**config.mk**
```make
export PLATFORM = sky130hd
export DESIGN_NAME = intr_stat_rc
export DESIGN_NICKNAME = d
export VERILOG_FILES = /design/src/rtl/intr_stat_rc.sv
export SDC_FILE = /design/constraint.sdc
export NUM_CORES = 1
export LEC_CHECK = 0
export BUFFER_PORTS_ARGS = -buffer_cell sky130_fd_sc_hd__buf_2
export CELL_PAD_IN_SITES_DETAIL_PLACEMENT = 0
export CELL_PAD_IN_SITES_GLOBAL_PLACEMENT = 1
export CORE_AREA = 2 2 77 79
export CTS_CLUSTER_DIAMETER = 100
export DETAILED_ROUTE_END_ITERATION = 12
export DIE_AREA = 0 0 79 81
export GPL_ROUTABILITY_DRIVEN = 0
export PLACE_DENSITY = 0.77
export SLEW_MARGIN = 20
export SYNTH_ARGS = -nofsm -noshare
export SYNTH_HDL_FRONTEND = slang
export SYNTH_SLANG_ARGS = --single-unit
```
**constraint.sdc**
```tcl
create_clock -name clk -period 1.7 [get_ports clk]
set_input_delay 0.17 -clock clk [delete_from_list [all_inputs] [get_ports clk]]
set_output_delay 0.17 -clock clk [all_outputs]
set_load 0.005 [all_outputs]
```
**src/rtl/intr_stat_rc.sv**
```systemverilog
module intr_stat_rc #(
  parameter int ADDR_W = 8,
  parameter int DATA_W = 32
) (
  input  logic              clk,
  input  logic              rst_n,
  input  logic [11:0]       ev_set,
  input  logic              rx_full_lvl,
  input  logic              tx_empty_lvl,
  input  logic              wr_en,
  input  logic              rd_en,
  input  logic [ADDR_W-1:0] addr,
  input  logic [DATA_W-1:0] wdata,
  output logic [DATA_W-1:0] rdata,
  output logic              irq
);
  localparam int NEV = 12;
  localparam int NCLR = 10;
  localparam logic [NEV-1:0] LATCHED = 12'hFEB;
  localparam logic [ADDR_W-1:0] OFS_STAT = ADDR_W'(8'h2C);
  localparam logic [ADDR_W-1:0] OFS_MASK = ADDR_W'(8'h30);
  localparam logic [ADDR_W-1:0] OFS_RAW  = ADDR_W'(8'h34);
  localparam logic [ADDR_W-1:0] OFS_ALL  = ADDR_W'(8'h40);
  localparam int OFS_ONE0 = 8'h44;

  function automatic int clr_bit(input int k);
    case (k)
      0: return 0;
      1: return 1;
      2: return 3;
      3: return 5;
      4: return 6;
      5: return 7;
      6: return 8;
      7: return 9;
      8: return 10;
      default: return 11;
    endcase
  endfunction

  logic [NEV-1:0] lat_q, mask_q, raw, stat, clr;

  assign raw  = (lat_q & LATCHED) | {7'b0, tx_empty_lvl, 1'b0, rx_full_lvl, 2'b0};
  assign stat = raw & mask_q;
  assign irq  = |stat;

  always_comb begin
    clr = '0;
    if (rd_en && addr == OFS_ALL) clr = LATCHED;
    for (int k = 0; k < NCLR; k++)
      if (rd_en && addr == ADDR_W'(OFS_ONE0 + 4 * k)) clr[clr_bit(k)] = 1'b1;
  end

  always_comb begin
    rdata = '0;
    case (addr)
      OFS_STAT: rdata = DATA_W'(stat);
      OFS_MASK: rdata = DATA_W'(mask_q);
      OFS_RAW:  rdata = DATA_W'(raw);
      OFS_ALL:  rdata = DATA_W'(|(lat_q & LATCHED));
      default:
        for (int k = 0; k < NCLR; k++)
          if (addr == ADDR_W'(OFS_ONE0 + 4 * k)) rdata = DATA_W'(lat_q[clr_bit(k)]);
    endcase
  end

  always_ff @(posedge clk or negedge rst_n) begin
    if (!rst_n) begin
      lat_q  <= '0;
      mask_q <= '0;
    end else begin
      lat_q <= ((lat_q & ~clr) | ev_set) & LATCHED;
      if (wr_en && addr == OFS_MASK) mask_q <= wdata[NEV-1:0];
    end
  end
endmodule

```
==> impl_metrics.yaml, run 1 <==
synthesis:
  synth_cell_type_count: 46
  ys_warn_count: 0
  ys_ff_latch: 22
  synth_area_um2: 1770
  synth_top_area_share_pct: 31.2
  ys_seq_area_share_pct: 31.2
  syn_avg_cell_area_um2: 9.65
  synth-main-ff-cell: "dfrtp_1"
  async_flop_share_pct: 100
  synth_cells: 183
  synth_top_area_cell: "dfrtp_1"
  synth_edf_count: 0
  synth_area_leaders: "dfrtp_1 (31%), buf_4 (8.5%), mux2_4 (8.5%)"
die:
  ioPinCount: 91
  die_h_um: 81
  core_area_um2: 5680
  initial_core_util_pct: 31.1
  dieArea_um2: 6400
  rows: 28
  dieWidth_um: 79
placement:
  post_dp_cell_area_um2: 2160
  hpwl_um: 3560
  port_buffers: 48
sta:
  clock_skew_ns: 0
  min_period_over_period_pct: 105
  tns_ns: -0.0935
  max_slew_margin_pct: 65.8
  final-hold-violation-count: 0
  worst_slew_pin_slew_ns: 0.513
  setup_ws_ns: -0.0935
  layout_min_cycle_time_ns: 1.79
  whs_ns: 0.0831
  fmax_mhz: 558
  setup_violations: 1
  rsz0062_at_grt: "yes"
  maxSlewViolCount: 0
worst_setup_path:
  crit_path_end: "rdata[0]"
  arrival_ns: 1.62
  crit_family: "compound AO/OA/AOI/OAI gates"
  cp-start-kind: "register"
  cp_max_fo: 2
  critical_path.startpoint: "lat_q[6]"
  worstPathRequired_ns: 1.53
  slowest_stage: "dfrtp_1"
  reg2reg_slack_ns: 0.86
  r2r_start: "lat_q[1]"
  path_buf_inv: 2
  r2r_cells: 3
  crit_type: "register to output pin"
  crit_cells: 6
  max_stage_delay_ns: 0.36
  worstSetupEndpointType: "output pin"
  critical_path.cell_chain: "inv_2 > a21o_1 > a32o_1 > a22o_1 > a32oi_2 > buf_2"
  r2r-end: "lat_q[1]"
clock_tree:
  cts_buffers: 3
  root_buffer: "clkbuf_8"
  clock_sinks: 22
  htreeDepth: 1
  clock_path_buffers: 2
  cts_tree: "yes"
  path_clk_slew_ns: 0.08
  clk_latency_ns: 0.26
hold_path:
  holdCritPathClass: "input pin to register"
power_and_ir_drop:
  power.leakage_nw: 1.20
  p_per_area_nw_per_um2: 456
  vdd_drop_max_mv: 0.231
outcome:
  status: "finished, violations left"
  violations: "negative setup slack"
route:
  drtIter0Drc: 65
  vias: 1584
  ant_nets: 0
  wl_per_cell_um: 14.6
  routed_wl_um: 4840
  drc: 0
  drt_first_pass_iters: 4
  vias_per_cell: 4.79
finish:
  drive_gt1_share_pct: 48.8
  syn2layout_area_growth_pct: 37.3
  nets: 316
  antenna_cells: 0
  final_area_um2: 2420
global_routing:
  grt_pass1_wl_um: 7480
  grt_util_all_layers_pct: 14.7
  gr-total-overflow: 0
  grt_pass1_vias: 1503
  antenna_found_initial: 0
  grt_max_degree: 23
job:
  maxCapViolations: 0
[worst min-delay path by stage]
stage | end | slack (ns) | startpoint | depth (start not counted)
6_report | lat_q[3] | 0.08 | ev_set[3] | 2
3_5_place_dp | mask_q[3] | 0.17 | rst_n | 1
2_1_floorplan | lat_q[0] | -0.13 | rst_n | 0
5_1_grt | lat_q[5] | 0.07 | ev_set[5] | 2
3_3_place_gp | mask_q[3] | 0.17 | rst_n | 1
4_1_cts | lat_q[5] | 0.08 | ev_set[5] | 2
[routing by layer]
| layer | routed length [um] | global-route usage, % |
|---|---|---|
| met1 | 2230 | 20.1 |
| met2 | 2360 | 25.0 |
| met3 | 223 | 2.11 |
| met4 | 19 | 3.10 |
| met5 | 0 | 0 |
[cells in the final DEF (no fill, tap or decap), types with 2 or more instances in the layout]
cell type / netlist / routed
mux2_4: 10 / 10
a31o_2: 2 / 2
a22o_4: 0 / 8
dfrtp_1: 22 / 21
clkbuf_8: 0 / 3
o211ai_1: 3 / 3
buf_2: 1 / 38
a221oi_2: 0 / 2
buf_6: 6 / 12
nor4_1: 2 / 2
o21ai_0: 4 / 4
xnor2_1: 2 / 2
nor3_1: 2 / 2
nand3_1: 5 / 5
nand2b_1: 5 / 5
nor3b_2: 2 / 2
a22o_1: 6 / 6
a21o_1: 6 / 6
a32o_1: 2 / 2
mux2_2: 4 / 4
nand2_1: 32 / 31
conb_1: 1 / 20
nor2_1: 9 / 9
buf_4: 20 / 27
nand4_1: 4 / 4
[kinds of logic (layout without fill, tap and decap cells)]
logic type             after synthesis  count (layout)  share of synthesized area, %
AO/OA/AOI/OAI                       40              40                          18.9
XOR/XNOR                             2               2                         0.992
buffers and inverters               30              84                          13.3
flip-flops                          22              22                          31.2
multiplexers                        15              15                          11.6
other                                1              20                         0.212
AND/OR/NAND/NOR                     73              73                          23.9
[cell type report]
cell class | count | area, um2
clock buffer | 3 | 41.3
fill | 585 | 3250
inverter | 1 | 3.75
multi-input combinational | 150 | 1160
sequential | 22 | 552
tap | 75 | 93.8
timing repair buffer | 80 | 573
[report_power, final]
part | switching, mW | total (mW) | leakage [nW] | internal (mW)
registers | 0.0197 | 0.557 | 0.253 | 0.537
clock network | 0.156 | 0.314 | 0.0216 | 0.158
logic | 0.111 | 0.234 | 0.927 | 0.123
total | 0.287 | 1.11 | 1.20 | 0.819
[cells in the mapped netlist, drive strengths merged, types with 2 or more instances]
cell type	n
nor3	4
mux2	14
nand2b	5
xnor2	2
dfrtp	22
buf	28
nand3	5
nor3b	3
a31o	2
a21o	6
a221oi	3
a22o	14
nor4	2
o211ai	3
nand2	32
nor2	10
nand4	5
a32o	2
o21ai	5
[repair_timing]
action | CTS | global route
gates resized for setup | 7 | 26
hold endpoints to repair | 22 | 0
hold buffers | 1 | 0
buffers inserted | 2 | 1
gates cloned | 1 | 0
pin swaps | 5 | 11
setup endpoints to repair | 12 | 13
[per-stage QoR]
stage	power [mW]	util, %	setup WS [ns]	instances
3_5_place_dp	0.780	38.0	-0.0972	323
3_3_place_gp	0.777	38.0	-0.105	323
6_report	1.11	42.7	-0.0935	331
5_1_grt	1.17	42.7	-0.158	331
4_1_cts	1.10	39.7	-0.129	330
2_1_floorplan	0.707	-	0.177	202
[flip-flops by register name, summed over array words and instances, names as in the netlist]
signal,flops
lat_q,10
mask_q,12
(Power assumes the default switching activity.)
==> run 2: changes to the inputs <==
--- a/config.mk
+++ b/config.mk
@@ -15,4 +15,5 @@
 export GPL_ROUTABILITY_DRIVEN = 0
 export PLACE_DENSITY = 0.77
+export SKIP_LAST_GASP = 1
 export SLEW_MARGIN = 20
 export SYNTH_ARGS = -nofsm -noshare
==> constraint.sdc (replaced) <==
create_clock -name clk -period 1.7 [get_ports clk]
set_input_delay 0.17 -clock clk [delete_from_list [all_inputs] [get_ports clk]]
set_output_delay 0.17 -clock clk [all_outputs]
set_load 0.02 [all_outputs]
==> run 2 against run 1 <==
The flow still finishes with violations (negative setup slack). Largest power group unchanged. Utilization is 1.9 points lower. Global-route usage is 0.43 points higher. Clock power is 20% higher. Worst setup slack worse by 0.032 ns. Cell count stayed put. Die area stayed put. Highest routed layer unchanged. Largest cell class unchanged. Combinational power is 18% higher. Sequential power hardly changed. Count of clock-buffer cells in the layout is 1 higher. Critical path depth is 1 lower.
==> impl_metrics.yaml, run 2 (synthesis results as in run 1) <==
outcome:
  status: "finished, violations left"
  violations: "negative setup slack"
finish:
  largest_register_ffs: 12
  final_cell_count_no_fill: 331
  final_cell_mix: "buf_2 (41), nand2_1 (32), buf_4 (29), dfrtp_1 (21), conb_1 (20)"
  nets: 315
  antenna_cells: 0
  syn2layout_area_growth_pct: 31.3
  final_common_cell: "buf_2"
  drive_gt1_share_pct: 48.0
  postLayoutCoreUtil_pct: 40.9
  top_register: "mask_q"
  top_regs: "mask_q: 12 flops, lat_q: 10 flops"
route:
  drt_first_pass_iters: 4
  ant_nets: 0
  top_layer: "met4"
  drtIter0Drc: 97
  vias: 1597
  vias_per_cell: 4.82
  routed_wl_um: 4630
  wl_met1_um: 2090
  met2WireLength_um: 2270
  wl_per_cell_um: 14.0
  drc: 0
  dr_wl_met3_um: 231
clock_tree:
  cts_tree: "yes"
  path_clk_slew_ns: 0.07
  root_buffer: "clkbuf_8"
  clock_path_buffers: 2
  htreeDepth: 1
  clk_latency_ns: 0.27
  cts_buffers: 3
  clock_sinks: 22
global_routing:
  grt_max_degree: 23
  grt_pass1_vias: 1600
  gr-total-overflow: 0
  antenna_found_initial: 0
  grt_pass1_wl_um: 7570
  grt_util_all_layers_pct: 15.2
power_and_ir_drop:
  vdd_drop_max_mv: 0.211
  power.total_mw: 1.21
  power.leakage_nw: 1.13
  p_per_area_nw_per_um2: 521
worst_setup_path:
  cp_max_fo: 4
  slowest_stage: "dfrtp_1"
  cp-start-kind: "register"
  critical_path.cell_chain: "nor2_1 > mux2_2 > a32o_1 > a32oi_2 > buf_4"
  arrival_ns: 1.66
  worstPathRequired_ns: 1.53
  worstSetupEndpointType: "output pin"
  crit_type: "register to output pin"
  max_stage_delay_ns: 0.43
die:
  initial_core_util_pct: 31.1
  core_area_um2: 5680
  dieArea_um2: 6400
  rows: 28
  die_h_um: 81
  ioPinCount: 91
  dieWidth_um: 79
sta:
  layout_min_cycle_time_ns: 1.83
  rsz0062_at_grt: "yes"
  setup_violations: 9
  final-hold-violation-count: 0
  maxSlewViolCount: 0
  clock_skew_ns: 0
  worst_slew_pin_slew_ns: 0.508
  tns_ns: -0.292
  fmax_mhz: 548
  max_slew_margin_pct: 66.1
  setup_ws_ns: -0.125
  min_period_over_period_pct: 107
placement:
  hpwl_um: 3570
  pre_cts_ws_ns: -0.0899
  dpl.cell_count: 321
  port_buffers: 48
job:
  maxCapViolations: 0
hold_path:
  holdCritPathClass: "input pin to register"
-- run 2: cell count changes in the layout (fill, tap and decap cells not counted), sizes merged --
cell / before / now
buf: 79 / 78
clkbuf: 3 / 4
-- run 2: repair_timing --
action,CTS,global route
setup endpoints to repair,13,13
gates cloned,1,0
hold endpoints to repair,22,0
gates resized for setup,15,7
hold buffers,1,0
buffers inserted,2,3
pin swaps,4,6
-- run 2: cell type report --
type | count | area (um2)
multi-input combinational | 150 | 1080
clock buffer | 4 | 55.1
fill | 598 | 3360
timing repair buffer | 79 | 532
tap | 75 | 93.8
inverter | 1 | 3.75
sequential | 22 | 552
-- run 2: worst max-delay path: cells and delay by family (launching register included) --
| kind | cells | cell delay (ns) |
|---|---|---|
| buf+inv | 1 | 0.17 |
| compound gates | 2 | 0.47 |
| simple gates | 1 | 0.06 |
| flops | 1 | 0.43 |
| mux | 1 | 0.26 |
-- run 2: metal layers --
| layer | GRT usage (%) | vias up |
|---|---|---|
| met1 | 18.7 | 764 |
| met2 | 27.3 | 49 |
| met4 | 3.10 | 0 |
| met3 | 3.33 | 4 |
| met5 | 0 | - |
| li1 | - | 780 |
-- run 2: where the power goes --
group	switching [mW]	leakage [nW]	internal (mW)
Clock	0.172	0.0288	0.207
Sequential	0.0170	0.253	0.537
Combinational	0.149	0.850	0.127
Total	0.338	1.13	0.871
-- run 2: worst paths after layout --
check / cells past startpoint / startpoint / slack, ns / endpoint
hold / removal: 2 / ev_set[3] / 0.08 / lat_q[3]
max in group asynchronous: 2 / rst_n / 0.91 / lat_q[8]
setup / recovery: 5 / lat_q[10] / -0.13 / rdata[0]
setup reg to reg: 2 / lat_q[10] / 0.86 / lat_q[10]
min in group asynchronous: 2 / rst_n / 0.41 / mask_q[9]
hold reg to reg: 1 / lat_q[0] / 0.55 / lat_q[0]
-- run 2: metrics by stage --
stage / hold WS [ns] / cell area [um2]
after global placement: 0.166 / 2150
after floorplan: -0.126 / 1840
after global routing: 0.0738 / 2320
after detailed placement: 0.182 / 2150
final: 0.0815 / 2320
after CTS: 0.0744 / 2280
==> run 3: changes to the inputs <==
- ABC_AREA: unset -> 1
- PLACE_DENSITY: 0.77 -> 0.76
==> run 3 against run 2 <==
The flow still finishes with violations (negative setup slack). Power shrank 6.9%. Via count down 6.0%. Count of clock-buffer cells in the layout unchanged. Final area decreased by 11%. Synthesized cell count up 14%. Combinational power shrank 33%. Clock skew is the same. Global-route usage decreased by 2.2 points. Fmax increased by 3.7%. Highest routed layer unchanged.
==> impl_metrics.yaml, run 3 <==
global_routing:
  gr-total-overflow: 0
  antenna_found_initial: 0
  grt_max_degree: 23
  grt_util_all_layers_pct: 13.0
  grt_pass1_wl_um: 6590
  grt_pass1_vias: 1474
worst_setup_path:
  r2r_start: "lat_q[8]"
  r2r_cells: 3
  crit_type: "register to output pin"
  reg2reg_slack_ns: 0.70
  critical_path.startpoint: "lat_q[6]"
  r2r-end: "lat_q[8]"
  worstPathRequired_ns: 1.53
  cp-start-kind: "register"
  crit_path_end: "rdata[0]"
  cp_max_fo: 2
  worstSetupEndpointType: "output pin"
  arrival_ns: 1.59
route:
  drtIter0Drc: 91
  vias_per_cell: 4.36
  routed_wl_um: 4060
  wl_per_cell_um: 11.8
  drc: 0
  drt_first_pass_iters: 4
  ant_nets: 0
  vias: 1501
power_and_ir_drop:
  power.leakage_nw: 1.01
  p_per_area_nw_per_um2: 544
  vdd_drop_max_mv: 0.289
  power.total_mw: 1.13
placement:
  dpl.cell_count: 335
  post_dp_cell_area_um2: 1910
  port_buffers: 48
  hpwl_um: 3180
die:
  core_area_um2: 5680
  ioPinCount: 91
  die_h_um: 81
  rows: 28
  dieArea_um2: 6400
  initial_core_util_pct: 28.3
  dieWidth_um: 79
clock_tree:
  clk_latency_ns: 0.26
  htreeDepth: 1
  clock_path_buffers: 2
  cts_tree: "yes"
  cts_buffers: 3
  path_clk_slew_ns: 0.08
  clock_sinks: 22
  root_buffer: "clkbuf_8"
synthesis:
  ys_top_cells_by_count: "nand2_1 (55), dfrtp_1 (22), nor2_1 (22)"
  syn_avg_cell_area_um2: 7.73
  ys_seq_area_share_pct: 34.2
  yosysMostFrequentCell: "nand2_1"
  synth-main-ff-cell: "dfrtp_1"
  synth_area_um2: 1610
  synth_edf_count: 0
  synth_area_leaders: "dfrtp_1 (34%), nand2_1 (13%), buf_4 (9.3%)"
  synth_cells: 208
  ys_warn_count: 0
  synth_cell_type_count: 27
  synth_top_area_share_pct: 34.2
  synth_top_area_cell: "dfrtp_1"
  async_flop_share_pct: 100
  ys_ff_latch: 22
sta:
  whs_ns: 0.0866
  rsz0062_at_grt: "yes"
  setup_ws_ns: -0.0604
  setup_violations: 2
  layout_min_cycle_time_ns: 1.76
  clock_skew_ns: 0
  fmax_mhz: 568
  worst_slew_pin_slew_ns: 0.510
  final-hold-violation-count: 0
  maxSlewViolCount: 0
  max_slew_margin_pct: 66.0
  min_period_over_period_pct: 104
finish:
  drive_gt1_share_pct: 38.7
  multi_input_area_um2: 908
  syn2layout_area_growth_pct: 28.7
  top_regs: "mask_q: 12 flops, lat_q: 10 flops"
  final_cell_mix: "nand2_1 (49), buf_2 (47)"
  final_cell_count_no_fill: 344
  final_area_um2: 2070
  antenna_cells: 0
  final_common_cell: "nand2_1"
  nets: 328
  fill_cells: 626
  top_register: "mask_q"
  largest_register_ffs: 12
  regArea_um2: 553
hold_path:
  holdCritPathClass: "input pin to register"
outcome:
  violations: "negative setup slack"
  status: "finished, violations left"
job:
  maxCapViolations: 0
==> run 3: where the power goes <==
part	leakage, nW	internal, mW	switching [mW]	total, mW
Sequential	0.248	0.537	0.0133	0.551
Clock	0.0288	0.207	0.183	0.390
Combinational	0.735	0.0713	0.113	0.185
==> run 3: metrics by stage <==
stage,TNS (ns),worst slack (ns),util [%]
floorplan,0,0.330,-
global placement,0,0.0600,33.6
detailed placement,0,0.0638,33.6
CTS,-0.0540,-0.0540,34.9
global route,-0.244,-0.157,36.5
finish,-0.0997,-0.0604,36.5
==> run 3: logic make-up after synthesis <==
kind of cell | Yosys count | synth area share (%)
flip-flops | 22 | 34.2
other | 1 | 0.233
buffers and inverters | 47 | 16.3
AO/OA/AOI/OAI | 25 | 11.8
multiplexers | 11 | 9.57
AND/OR/NAND/NOR | 102 | 27.9
==> run 3: routing by layer <==
| metal | global-route usage, % | wire (um) |
|---|---|---|
| met1 | 15.1 | 1720 |
| met2 | 23.8 | 2110 |
| met3 | 2.33 | 194 |
| met4 | 4.66 | 31 |
| met5 | 0 | 0 |
==> run 3: critical path, stage by stage, from the launching register on <==
cell,delay [ns]
dfrtp_1,0.40
nor2_1,0.10
nand2_1,0.09
nor4_2,0.22
nor2_1,0.06
nor3_1,0.14
nand4_1,0.13
buf_2,0.18
==> run 3: area by class of cell <==
class | instances | area share (%)
well taps | 75 | 4.53
clock buffers | 4 | 2.66
inverters | 22 | 3.99
repair buffers | 63 | 18.2
flip-flops and latches | 22 | 26.7
multi-input cells | 158 | 43.9
==> run 3: worst min path at each step <==
| stage | endpoint | slack [ns] | cells after the start | start |
|---|---|---|---|---|
| floorplan | lat_q[0] | -0.13 | 0 | rst_n |
| global placement | mask_q[11] | 0.17 | 1 | rst_n |
| detailed placement | mask_q[11] | 0.18 | 1 | rst_n |
| CTS | lat_q[11] | 0.08 | 2 | ev_set[11] |
| global route | lat_q[0] | 0.09 | 2 | ev_set[0] |
| finish | lat_q[11] | 0.09 | 2 | ev_set[11] |
==> run 3: timing repair <==
item | in CTS | in global routing
resized for setup | 1 | 19
endpoints found under the setup margin | 1 | 12
setup buffers | 1 | 3
hold endpoints to repair | 22 | 0
pin swaps | 0 | 4
hold buffers | 1 | 0
